## src/rtl/pwm_pkg.sv

```systemverilog
package pwm_pkg;

  localparam int unsigned ADDR_W  = 12;
  localparam int unsigned DATA_W  = 32;
  localparam int unsigned PRE_W   = 4;
  localparam int unsigned POL_BIT = 9;

  // global words
  localparam logic [ADDR_W-1:0] OFS_START = 12'h004;
  localparam logic [ADDR_W-1:0] OFS_STOP  = 12'h008;
  localparam logic [ADDR_W-1:0] OFS_RUN   = 12'h00C;
  localparam logic [ADDR_W-1:0] OFS_EVT   = 12'h01C;

  // per-channel banks
  localparam logic [ADDR_W-1:0] BANK_BASE  = 12'h200;
  localparam int unsigned       BANK_SHIFT = 5;

  localparam logic [BANK_SHIFT-1:0] SLOT_MODE     = 5'h00;
  localparam logic [BANK_SHIFT-1:0] SLOT_DUTY     = 5'h04;
  localparam logic [BANK_SHIFT-1:0] SLOT_DUTY_STG = 5'h08;
  localparam logic [BANK_SHIFT-1:0] SLOT_PER      = 5'h0C;
  localparam logic [BANK_SHIFT-1:0] SLOT_PER_STG  = 5'h10;

  typedef struct packed {
    logic             invert;
    logic [PRE_W-1:0] expo;
  } mode_t;

endpackage

```

## src/rtl/pwm_tick_div.sv

```systemverilog
module pwm_tick_div
  import pwm_pkg::*;
#(
  parameter int unsigned PRE_MAX = 10
) (
  input  logic             clk,
  input  logic             rst_n,
  input  logic             clear,
  input  logic             run,
  input  logic [PRE_W-1:0] expo,
  output logic             tick
);

  localparam int unsigned DIV_W = (PRE_MAX < 1) ? 1 : PRE_MAX;

  logic [PRE_W-1:0] expo_eff;
  logic [DIV_W-1:0] mask;
  logic [DIV_W-1:0] div_q;

  // clamp the exponent; an exponent of DIV_W wraps the shift to zero,
  // which after the decrement yields the all-ones mask it needs
  assign expo_eff = (expo > PRE_W'(PRE_MAX)) ? PRE_W'(PRE_MAX) : expo;
  assign mask     = (DIV_W'(1) << expo_eff) - DIV_W'(1);

  always_ff @(posedge clk or negedge rst_n) begin
    if (!rst_n)      div_q <= '0;
    else if (clear)  div_q <= '0;
    else if (run)    div_q <= div_q + DIV_W'(1);
    else             div_q <= '0;
  end

  assign tick = run && ((div_q & mask) == mask);

  AST_TICK_GAP: assert property (@(posedge clk) disable iff (!rst_n)
    (run && tick && expo_eff != '0 && !clear) |=> !tick);

endmodule

```

## src/rtl/pwm_evt_latch.sv

```systemverilog
module pwm_evt_latch #(
  parameter int unsigned NUM_CH = 4
) (
  input  logic              clk,
  input  logic              rst_n,
  input  logic [NUM_CH-1:0] set_evt,
  input  logic              rd_clear,
  output logic [NUM_CH-1:0] flags
);

  always_ff @(posedge clk or negedge rst_n) begin
    if (!rst_n) flags <= '0;
    else        flags <= (rd_clear ? '0 : flags) | set_evt;
  end

  AST_EVT_CAPTURE: assert property (@(posedge clk) disable iff (!rst_n)
    (set_evt != '0) |=> ((flags & $past(set_evt)) == $past(set_evt)));

  AST_EVT_CLEAR: assert property (@(posedge clk) disable iff (!rst_n)
    (rd_clear && set_evt == '0) |=> (flags == '0));

endmodule

```

## src/rtl/pwm_chan.sv

```systemverilog
module pwm_chan
  import pwm_pkg::*;
#(
  parameter int unsigned CNT_W   = 16,
  parameter int unsigned PRE_MAX = 10
) (
  input  logic             clk,
  input  logic             rst_n,
  input  logic             start,
  input  logic             stop,
  input  logic             wr_mode,
  input  logic             wr_duty,
  input  logic             wr_duty_stg,
  input  logic             wr_per,
  input  logic             wr_per_stg,
  input  logic [CNT_W-1:0] wval,
  input  mode_t            wmode,
  output logic             running,
  output logic             wave,
  output logic             wrap,
  output mode_t            mode_q,
  output logic [CNT_W-1:0] duty_q,
  output logic [CNT_W-1:0] per_q,
  output logic [CNT_W-1:0] duty_stg_q,
  output logic [CNT_W-1:0] per_stg_q
);

  logic             run_q;
  logic             stop_pend_q;
  logic [CNT_W-1:0] cnt_q;
  logic             duty_pend_q;
  logic             per_pend_q;
  logic             tick;
  logic             launch;
  logic             at_last;
  logic [CNT_W:0]   cnt_next;

  assign launch   = start && !run_q;
  assign cnt_next = {1'b0, cnt_q} + {{CNT_W{1'b0}}, 1'b1};
  // a period of zero behaves as a period of one
  assign at_last  = cnt_next >= {1'b0, per_q};
  assign wrap     = run_q && tick && at_last;

  pwm_tick_div #(.PRE_MAX(PRE_MAX)) u_div (
    .clk   (clk),
    .rst_n (rst_n),
    .clear (launch),
    .run   (run_q),
    .expo  (mode_q.expo),
    .tick  (tick)
  );

  // run control and in-period counter
  always_ff @(posedge clk or negedge rst_n) begin
    if (!rst_n) begin
      run_q       <= 1'b0;
      stop_pend_q <= 1'b0;
      cnt_q       <= '0;
    end else if (launch) begin
      run_q       <= 1'b1;
      stop_pend_q <= 1'b0;
      cnt_q       <= '0;
    end else if (run_q) begin
      if (start)     stop_pend_q <= 1'b0;
      else if (stop) stop_pend_q <= 1'b1;
      if (wrap) begin
        cnt_q <= '0;
        if ((stop_pend_q || stop) && !start) begin
          run_q       <= 1'b0;
          stop_pend_q <= 1'b0;
        end
      end else if (tick) begin
        cnt_q <= cnt_next[CNT_W-1:0];
      end
    end
  end

  // mode word: writable only while stopped
  always_ff @(posedge clk or negedge rst_n) begin
    if (!rst_n)                mode_q <= '0;
    else if (wr_mode && !run_q) mode_q <= wmode;
  end

  // duty: direct write while stopped, staged reload at the wrap
  always_ff @(posedge clk or negedge rst_n) begin
    if (!rst_n) begin
      duty_q      <= '0;
      duty_stg_q  <= '0;
      duty_pend_q <= 1'b0;
    end else begin
      if (wrap && duty_pend_q) begin
        duty_q      <= duty_stg_q;
        duty_pend_q <= 1'b0;
      end else if (wr_duty && !run_q) begin
        duty_q <= wval;
      end
      if (wr_duty_stg) begin
        duty_stg_q  <= wval;
        duty_pend_q <= 1'b1;
      end
    end
  end

  // period: direct write while stopped, staged reload at the wrap
  always_ff @(posedge clk or negedge rst_n) begin
    if (!rst_n) begin
      per_q      <= '0;
      per_stg_q  <= '0;
      per_pend_q <= 1'b0;
    end else begin
      if (wrap && per_pend_q) begin
        per_q      <= per_stg_q;
        per_pend_q <= 1'b0;
      end else if (wr_per && !run_q) begin
        per_q <= wval;
      end
      if (wr_per_stg) begin
        per_stg_q  <= wval;
        per_pend_q <= 1'b1;
      end
    end
  end

  assign running = run_q;
  assign wave    = run_q ? ((cnt_q >= duty_q) ^ mode_q.invert) : mode_q.invert;

  AST_CNT_BOUND: assert property (@(posedge clk) disable iff (!rst_n)
    (run_q && per_q != '0) |-> (cnt_q < per_q));

  AST_START_INACTIVE: assert property (@(posedge clk) disable iff (!rst_n)
    (launch && duty_q != '0) |=> (wave == mode_q.invert));

  AST_HOLD_DUTY: assert property (@(posedge clk) disable iff (!rst_n)
    (run_q && $past(run_q) && !$past(wrap)) |-> ($stable(duty_q) && $stable(per_q)));

  AST_RUN_TILL_WRAP: assert property (@(posedge clk) disable iff (!rst_n)
    (run_q && !wrap) |=> run_q);

  AST_MODE_FROZEN: assert property (@(posedge clk) disable iff (!rst_n)
    (run_q && $past(run_q)) |-> $stable(mode_q));

endmodule

```

## src/rtl/pwm_bank.sv

```systemverilog
module pwm_bank
  import pwm_pkg::*;
#(
  parameter int unsigned NUM_CH  = 4,
  parameter int unsigned CNT_W   = 16,
  parameter int unsigned PRE_MAX = 10
) (
  input  logic              clk,
  input  logic              rst_n,
  input  logic [11:0]       bus_addr,
  input  logic [31:0]       bus_wdata,
  input  logic              bus_wr,
  input  logic              bus_rd,
  output logic [31:0]       bus_rdata,
  output logic [NUM_CH-1:0] pwm_out
);

  logic [ADDR_W-1:0]     bank_rel;
  logic [ADDR_W-1:0]     ch_idx;
  logic [BANK_SHIFT-1:0] slot;
  logic                  in_bank;
  logic                  hit_start;
  logic                  hit_stop;
  logic                  evt_rd;
  mode_t                 wmode;

  logic [NUM_CH-1:0] run_vec;
  logic [NUM_CH-1:0] wrap_vec;
  logic [NUM_CH-1:0] evt_flags;
  mode_t             mode_rb     [NUM_CH];
  logic [CNT_W-1:0]  duty_rb     [NUM_CH];
  logic [CNT_W-1:0]  per_rb      [NUM_CH];
  logic [CNT_W-1:0]  duty_stg_rb [NUM_CH];
  logic [CNT_W-1:0]  per_stg_rb  [NUM_CH];
  logic [DATA_W-1:0] rd_val;

  assign bank_rel  = bus_addr - BANK_BASE;
  assign ch_idx    = bank_rel >> BANK_SHIFT;
  assign slot      = bank_rel[BANK_SHIFT-1:0];
  assign in_bank   = (bus_addr >= BANK_BASE) && (ch_idx < ADDR_W'(NUM_CH));
  assign hit_start = bus_wr && (bus_addr == OFS_START);
  assign hit_stop  = bus_wr && (bus_addr == OFS_STOP);
  assign evt_rd    = bus_rd && (bus_addr == OFS_EVT);
  assign wmode     = '{invert: bus_wdata[POL_BIT], expo: bus_wdata[PRE_W-1:0]};

  for (genvar gi = 0; gi < NUM_CH; gi++) begin : g_ch
    logic sel;
    assign sel = bus_wr && in_bank && (ch_idx == ADDR_W'(gi));

    pwm_chan #(.CNT_W(CNT_W), .PRE_MAX(PRE_MAX)) u_chan (
      .clk         (clk),
      .rst_n       (rst_n),
      .start       (hit_start && bus_wdata[gi]),
      .stop        (hit_stop && bus_wdata[gi]),
      .wr_mode     (sel && slot == SLOT_MODE),
      .wr_duty     (sel && slot == SLOT_DUTY),
      .wr_duty_stg (sel && slot == SLOT_DUTY_STG),
      .wr_per      (sel && slot == SLOT_PER),
      .wr_per_stg  (sel && slot == SLOT_PER_STG),
      .wval        (bus_wdata[CNT_W-1:0]),
      .wmode       (wmode),
      .running     (run_vec[gi]),
      .wave        (pwm_out[gi]),
      .wrap        (wrap_vec[gi]),
      .mode_q      (mode_rb[gi]),
      .duty_q      (duty_rb[gi]),
      .per_q       (per_rb[gi]),
      .duty_stg_q  (duty_stg_rb[gi]),
      .per_stg_q   (per_stg_rb[gi])
    );
  end

  pwm_evt_latch #(.NUM_CH(NUM_CH)) u_evt (
    .clk      (clk),
    .rst_n    (rst_n),
    .set_evt  (wrap_vec),
    .rd_clear (evt_rd),
    .flags    (evt_flags)
  );

  always_comb begin
    rd_val = '0;
    if (bus_addr == OFS_RUN)      rd_val[NUM_CH-1:0] = run_vec;
    else if (bus_addr == OFS_EVT) rd_val[NUM_CH-1:0] = evt_flags;
    else if (in_bank) begin
      for (int i = 0; i < NUM_CH; i++) begin
        if (ch_idx == ADDR_W'(i)) begin
          case (slot)
            SLOT_MODE: begin
              rd_val[PRE_W-1:0] = mode_rb[i].expo;
              rd_val[POL_BIT]   = mode_rb[i].invert;
            end
            SLOT_DUTY:     rd_val[CNT_W-1:0] = duty_rb[i];
            SLOT_DUTY_STG: rd_val[CNT_W-1:0] = duty_stg_rb[i];
            SLOT_PER:      rd_val[CNT_W-1:0] = per_rb[i];
            SLOT_PER_STG:  rd_val[CNT_W-1:0] = per_stg_rb[i];
            default:       rd_val = '0;
          endcase
        end
      end
    end
  end

  always_ff @(posedge clk or negedge rst_n) begin
    if (!rst_n)      bus_rdata <= '0;
    else if (bus_rd) bus_rdata <= rd_val;
  end

  AST_RUN_READ: assert property (@(posedge clk) disable iff (!rst_n)
    (bus_rd && bus_addr == OFS_RUN) |=> (bus_rdata[NUM_CH-1:0] == $past(run_vec)));

  AST_RDATA_HOLD: assert property (@(posedge clk) disable iff (!rst_n)
    !bus_rd |=> $stable(bus_rdata));

endmodule

```

## config.mk

```make
export PLATFORM = sky130hd
export DESIGN_NAME = pwm_bank
export DESIGN_NICKNAME = d
export VERILOG_FILES = /design/src/rtl/pwm_pkg.sv /design/src/rtl/pwm_tick_div.sv /design/src/rtl/pwm_evt_latch.sv /design/src/rtl/pwm_chan.sv /design/src/rtl/pwm_bank.sv
export SDC_FILE = /design/constraint.sdc
export NUM_CORES = 1
export LEC_CHECK = 0
export BUFFER_PORTS_ARGS = -buffer_cell sky130_fd_sc_hd__clkbuf_2
export CORE_ASPECT_RATIO = 2
export CORE_UTILIZATION = 60
export DETAILED_ROUTE_END_ITERATION = 12
export GPL_TIMING_DRIVEN = 0
export PLACE_DENSITY = 0.88
export SLEW_MARGIN = 40
export SYNTH_ARGS = -nofsm -noshare
export SYNTH_HDL_FRONTEND = slang
export SYNTH_SLANG_ARGS = --single-unit
export TNS_END_PERCENT = 30
```

## constraint.sdc

```tcl
create_clock -name clk -period 5 [get_ports clk]
set_input_delay 0.5 -clock clk [delete_from_list [all_inputs] [get_ports clk]]
set_output_delay 0.5 -clock clk [all_outputs]
set_load 0.05 [all_outputs]
```

==> Word-level counts from Yosys, hierarchy flattened <==
Index checks and enable logic that the tools add are counted.
{ "classes": {"add_sub_neg": 13, "multipliers": 0, "div_mod_pow": 0, "order_cmp": 14, "n_eq_ne": 15, "shifts": 4, "mux": 136, "n_bitwise": 9, "reduce_logical": 120} }
{ "ops": {"columns": ["operator", "count"], "rows": [
  ["16-bit two-way mux", 36],
  ["32-bit two-way mux", 7],
  ["6-bit one-hot mux with 5 select lines", 3],
  ["10-bit two-way mux", 8],
  ["4-bit one-hot mux with 5 select lines", 4],
  ["1-bit logical AND", 77],
  ["5-bit one-hot mux with 5 select lines", 3],
  ["16-bit by 1-bit adder with 17-bit output, second input constant", 4],
  ["17-bit by 16-bit greater-or-equal comparator with 1-bit output", 4],
  ["16-bit greater-or-equal comparator", 4],
  ["1-bit two-way mux", 60],
  ["28-bit two-way mux", 2],
  ["10-bit by 1-bit adder with 10-bit output, second input constant", 4],
  ["10-bit bitwise AND", 4],
  ["10-bit == test", 4],
  ["2-bit nonzero test", 20],
  ["1-bit by 4-bit << shifter with 10-bit output, first input constant", 4],
  ["10-bit by 2-bit subtractor with 10-bit output, second input constant", 4],
  ["4-bit two-way mux", 7],
  ["12-bit by 4-bit == test with 1-bit output, second input constant", 2],
  ["6-bit one-hot mux with 4 select lines", 1],
  ["1-bit one-hot mux with 5 select lines", 4],
  ["5-bit one-hot mux with 4 select lines", 1],
  ["4-bit greater-than comparator, second input constant", 4],
  ["other kinds (19)", 40]
]} }
{ "word_totals": {"reg_bits": 432, "latchBits": 0, "ram_bits": 0, "mem_bits_ro": 0, "inputBits": 48, "output_inout_bits": 36, "wordCells": 361, "memories": 0} }

==> Depth between registers and ports, before layout <==
{ "depth": {"depth_word": 16, "ltp_mapped": 17, "depth_no_buf": 14} }

==> Hierarchy <==
From an unflattened synthesis, not the netlist that was laid out.
{ "unflattened": {"cells_unflattened": 2643, "area_unflattened_um2": 26663.1} }
{ "modules_own_cells": {"columns": ["mod", "n_inst", "cells_each", "area_each_um2", "seq_area_each_um2"], "rows": [
  ["pwm_chan", 4, 457, 5026.1, 2227.1],
  ["pwm_bank", 1, 522, 3873.7, 400.4],
  ["pwm_tick_div at g_ch[1].u_chan.u_div ...", 2, 72, 630.6, 250.2],
  ["pwm_tick_div at g_ch[0].u_chan.u_div", 1, 72, 669.4, 250.2],
  ["pwm_tick_div at g_ch[3].u_chan.u_div", 1, 68, 620.6, 250.2],
  ["pwm_evt_latch", 1, 9, 133.9, 100.1]
]} }

==> Worst setup path after synthesis <==
No wires, ideal clock.
{ "synth_timing": {"path_kind": "reg-to-reg", "start": "register g_ch[1].u_chan.cnt_q[2]", "end": "register g_ch[1].u_chan.duty_q[13]", "setup_ns": 0.128, "arrival_time_ns": 3.500, "required_time_ns": 4.872, "path_slack_ns": 1.373, "stages_incl_launch_ff": 17, "path_buffers": 3, "synth_period_minus_slack_ns": 3.627, "cell_sequence": "dfrtp_1 and3_1 and3_1 and3_1 clkbuf_1 nand4_1 and2_1 or2_2 ha_1 nor2b_1 a311o_1 a211oi_4 nand2b_1 buf_4 nor2_4 buf_6 mux2_1"} }
{ "synth_between": {"elab_chain_len": 5, "word_cells_on_any_way": 6, "classes_between": "1 x add/sub; 1 x order compare; 1 x mux; 3 x reduce/logical"} }
{ "synth_rtl": {"columns": ["item", "line", "text"], "rows": [
  ["from (decl)", "pwm_chan.sv:30", "logic [CNT_W-1:0] cnt_q;"],
  ["from (signal assigned)", "pwm_chan.sv:73", "cnt_q <= cnt_next[CNT_W-1:0];"],
  ["16-bit by 1-bit adder with 17-bit output *", "pwm_chan.sv:39", "assign cnt_next = {1'b0, cnt_q} + {{CNT_W{1'b0}}, 1'b1};"],
  ["17-bit by 16-bit greater-or-equal comparator with 1-bit output *", "pwm_chan.sv:41", "assign at_last = cnt_next >= {1'b0, per_q};"],
  ["1-bit logical AND *", "pwm_chan.sv:42", "assign wrap = run_q && tick && at_last;"],
  ["1-bit logical AND *", "pwm_chan.sv:91", "if (wrap && duty_pend_q) begin"],
  ["16-bit two-way mux or 2-bit nonzero test (tied branches)", null, null],
  ["to (signal assigned)", "pwm_chan.sv:92", "duty_q <= duty_stg_q;"],
  ["to (signal assigned)", "pwm_chan.sv:95", "duty_q <= wval;"],
  ["to (decl)", "pwm_chan.sv:22", "output logic [CNT_W-1:0] duty_q,"]
]} }
Mark *: on every way between the ends. The rest lies on a longest branch, timed or not.
A chain may end at the register's enable or synchronous reset.

==> Final worst setup path <==
{ "layout_timing": {"start": "register g_ch[2].u_chan.cnt_q[2]", "end": "register g_ch[2].u_chan.per_q[12]"} }
{ "layout_between": {"elab_chain_len": 5, "word_cells_on_any_way": 6, "classes_between": "1 x add/sub; 1 x order compare; 1 x mux; 3 x reduce/logical"} }
{ "layout_rtl": {"columns": ["item", "line", "text"], "rows": [
  ["from (decl)", "pwm_chan.sv:30", null],
  ["from (signal assigned)", "pwm_chan.sv:73", null],
  ["16-bit by 1-bit adder with 17-bit output *", "pwm_chan.sv:39", null],
  ["17-bit by 16-bit greater-or-equal comparator with 1-bit output *", "pwm_chan.sv:41", null],
  ["1-bit logical AND *", "pwm_chan.sv:42", null],
  ["1-bit logical AND *", "pwm_chan.sv:111", "if (wrap && per_pend_q) begin"],
  ["16-bit two-way mux or 2-bit nonzero test (tied branches)", null, null],
  ["to (signal assigned)", "pwm_chan.sv:112", "per_q <= per_stg_q;"],
  ["to (signal assigned)", "pwm_chan.sv:115", "per_q <= wval;"],
  ["to (decl)", "pwm_chan.sv:23", "output logic [CNT_W-1:0] per_q,"]
]} }
Marks and branches as above.

==> results_dict.tcl <==
set metrics [dict create \
    antenna_found_initial 5 \
    gpl.final_weighted_congestion 1.03 \
    fp.dieArea_um2 42800 \
    cap_viol_max_count 0 \
    drt-initial-drc-count 2021 \
    cts_buffers 39 \
    synthArstFlopShare_pct 100 \
    postRouteAntennaNets 0 \
    timing.clock.skew_ps 25.4 \
    vias_per_cell 6.83 \
    cts_setup_buffers 0 \
    synth.top_cells.by_area "dfrtp_1 (41%), mux2_2 (16%), ha_1 (7.1%)" \
    run_status "finished clean" \
    postCtsHoldBufs 1 \
    yosys_warnings 0 \
    initial_core_util_pct 61.1 \
    wire_per_inst_um 27.8 \
    detailed_place_hpwl_um 62000 \
    synth_ff_type "dfrtp_1" \
    ff_latch_count_synth 416 \
    grt_start_max_net_pins 73 \
    crit_path_end "g_ch[2].u_chan.per_q[12]" \
    endpoint_kind "register" \
    critical_path_arrival_ps 4900 \
    design.final.nets 2699 \
    setup_repair_after_global_routing_missed_its_margin "false" \
    cts_root_buffer "clkbuf_16" \
    finalPower_mw 7.20 \
    routed_wl_um 85600 \
    max_freq_mhz 226 \
    timing.rr.start "g_ch[2].u_chan.cnt_q[2]" \
    timing.hold.worst.class "in -> async" \
    worst_skew_pair.late_latency_ps 610 \
    critPathLaunch "g_ch[2].u_chan.cnt_q[2]" \
    detailroute.via_count 21000 \
    fin_crit_ps 4420 \
    synth_top_cell_by_area "dfrtp_1" \
    all_layer_gr_usage_pct 40.8 \
    reg_to_reg_critical_path_endpoint "g_ch[2].u_chan.per_q[12]" \
    tritoncts "done" \
    cp_data_required_time_ps 5480 \
    worst_path_class_setup "reg -> reg" \
    worst_setup_path_start_kind "register" \
    cts-root-to-sink-buffers 3 \
    powerDensity_nw_per_um2 260 \
    peak_supply_drop_v 0.000310 \
    total_iterations_of_the_first_detailed_routing_run 8 \
    final-max-slew-violation-count 0 \
    core-area_um2 41100 \
    remaining_drc_errors 0 \
    critical_path_peak_fanout 10 \
    die_h_um 291 \
    width_of_the_die_um 147 \
    report.final.hold_viol_count 0 \
    numPortBuffers 51 \
    worst_slew_pin_slew_ps 1010 \
    total_i_o_pin_count 84 \
    fin_setup_tns_ps 0 \
    synth-seq-area-share_pct 41.4 \
    timing.max_slew.rel_slack_pct 33.0 \
    synth_top_cell_area_share_pct 41.4 \
    finalCritPeriodShare_pct 88.4 \
    cts_resized 0 \
    setup.reg_to_reg.worst_slack_ps 580 \
    grt-ovfl-total 0 \
    netlist_instances 2394 \
    clock_tree.htree_level_count 2 \
    synth-edff-count 0 \
    report.final.setup_viol 0 \
    clock-sinks 416 \
    syn-mean-instance-area_um2 10.5 \
    global_route_wire_length_before_repair_um 130000 \
    fp-row-count 105 \
    flow.area_growth_from_synthesis_pct 10.2 \
    leakagePower_nw 13.0 \
    synth_cell_types 90 \
    worstRegToRegCells 16 \
    drive_above_1_share_pct 24.3 \
    vias_in_the_first_global_route 22000 \
    netlist_area_um2 25100 \
    clkTransAtPathRegs_ps 70 \
]
[stage by stage]
step	std cells	cell area (um^2)	hold WS [ps]	util (%)	setup WS, ps
floorplan	2409	25200	204	-	1370
global placement	2995	26100	459	63.5	-5620
detailed placement	3002	26300	433	64.0	687
CTS	3073	27700	372	67.3	645
global route	3076	27700	372	67.3	355
finish	3079	27700	375	67.4	581
[cells by family after synthesis]
logic type | Yosys count | synth area share, %
AOI/OAI and AO/OA | 477 | 13.1
other | 1 | 0.0149
DFF | 416 | 41.4
muxes | 397 | 18.1
buffers and inverters | 316 | 5.36
and+or+nand+nor | 564 | 12.1
xor gates and xnor gates | 81 | 2.82
adders and majority gates | 142 | 7.07
[where the power goes]
group	internal, mW	switching (mW)	total [mW]
Combinational	0.141	0.345	0.486
Sequential	3.41	0.0675	3.48
Clock	1.82	1.41	3.23
Total	5.38	1.82	7.20
[worst min path at each step]
| stage | slack [ps] | endpoint | cells after the start |
|---|---|---|---|
| 2_1_floorplan | 200 | bus_rdata[0] | 0 |
| 3_3_place_gp | 460 | g_ch[3].u_chan.per_pend_q | 1 |
| 3_5_place_dp | 430 | g_ch[0].u_chan.cnt_q[10] | 1 |
| 4_1_cts | 370 | g_ch[3].u_chan.running | 3 |
| 5_1_grt | 370 | g_ch[0].u_chan.per_q[9] | 3 |
| 6_report | 380 | g_ch[0].u_chan.cnt_q[10] | 2 |
[synthesized netlist by cell type, drive strengths merged (11+ instances only)]
cell and number:
a222oi 21, a21o 40, and4 14, and3 29, nand3 85, inv 159
nand4 34, dfrtp 416, xnor2 56, mux2i 11, nor2b 17, o22ai 17
xor2 25, ha 142, a221oi 14, a22o 28, nand2b 30, and2 40
mux2 383, clkbuf 86, nand2 154, nor3 26, a31oi 12, buf 70
a22oi 54, o21ai 71, a211oi 16, nor4 17, nor2 71, a21oi 117
[critical path, stage by stage (launching register included)]
cell and delay, ps:
dfrtp_1 360, clkbuf_2 180, nand3_1 180, nor2_1 360, nand3_1 280, nor2_1 200, xor2_1 280, ha_1 320
a21oi_1 150, nand2_1 80, a21oi_1 210, a21o_1 160, and3_1 150, clkbuf_1 370, nand3b_4 310, buf_2 320
mux2_2 380
[layout by cell type, fill, tap and decap left out, types with 11 or more instances in the layout]
cell         n
a221oi_1    14
nor3_1      20
o21ai_0     71
and2_1      40
mux2_4      14
mux2i_1     11
conb_1      16
nor2_1      63
a21o_1      40
nor4_1      15
a211oi_1    15
nor2b_1     17
xor2_1      25
xnor2_1     56
nand3_1     79
nand2b_1    30
a22oi_1     54
nand2_1    154
ha_1       142
buf_2       30
a222oi_1    21
mux2_2     366
buf_4       24
clkbuf_2    56
a22o_1      28
nand4_1     34
clkbuf_16   39
o22ai_1     17
and3_1      28
a31oi_1     11
clkbuf_1    86
buf_1       12
dfrtp_1    416
and4_1      14
inv_1      159
a21oi_1    116
[layout make-up]
type	instances	area [um^2]
multi-input combinational	1677	13500
antenna	6	15.0
inverter	160	601
sequential	416	10400
clock inverter	17	233
clock buffer	53	1110
buffer	156	754
tap	535	669
timing repair buffer	59	447
fill	3026	13400
[layer usage]
layer  up-vias  track usage, %  part of all wire [%]
met3       516            10.5                   8.8
met4         0            40.8                    12
met5         -               0                     0
met2      1248            66.1                    47
met1     10300            41.8                    32
li1       8908               -                     -
[sequential cells by signal, summed over array words and instances, names as in the netlist]
name	cells
bus_rdata	16
g_ch.u_chan.cnt_q	64
g_ch.u_chan.duty_pend_q	4
g_ch.u_chan.duty_q	64
g_ch.u_chan.duty_stg_q	64
g_ch.u_chan.mode_q	20
g_ch.u_chan.per_pend_q	4
g_ch.u_chan.per_q	64
g_ch.u_chan.per_stg_q	64
g_ch.u_chan.running	4
g_ch.u_chan.stop_pend_q	4
g_ch.u_chan.u_div.div_q	40
u_evt.flags	4
(Power assumes the default switching activity.)
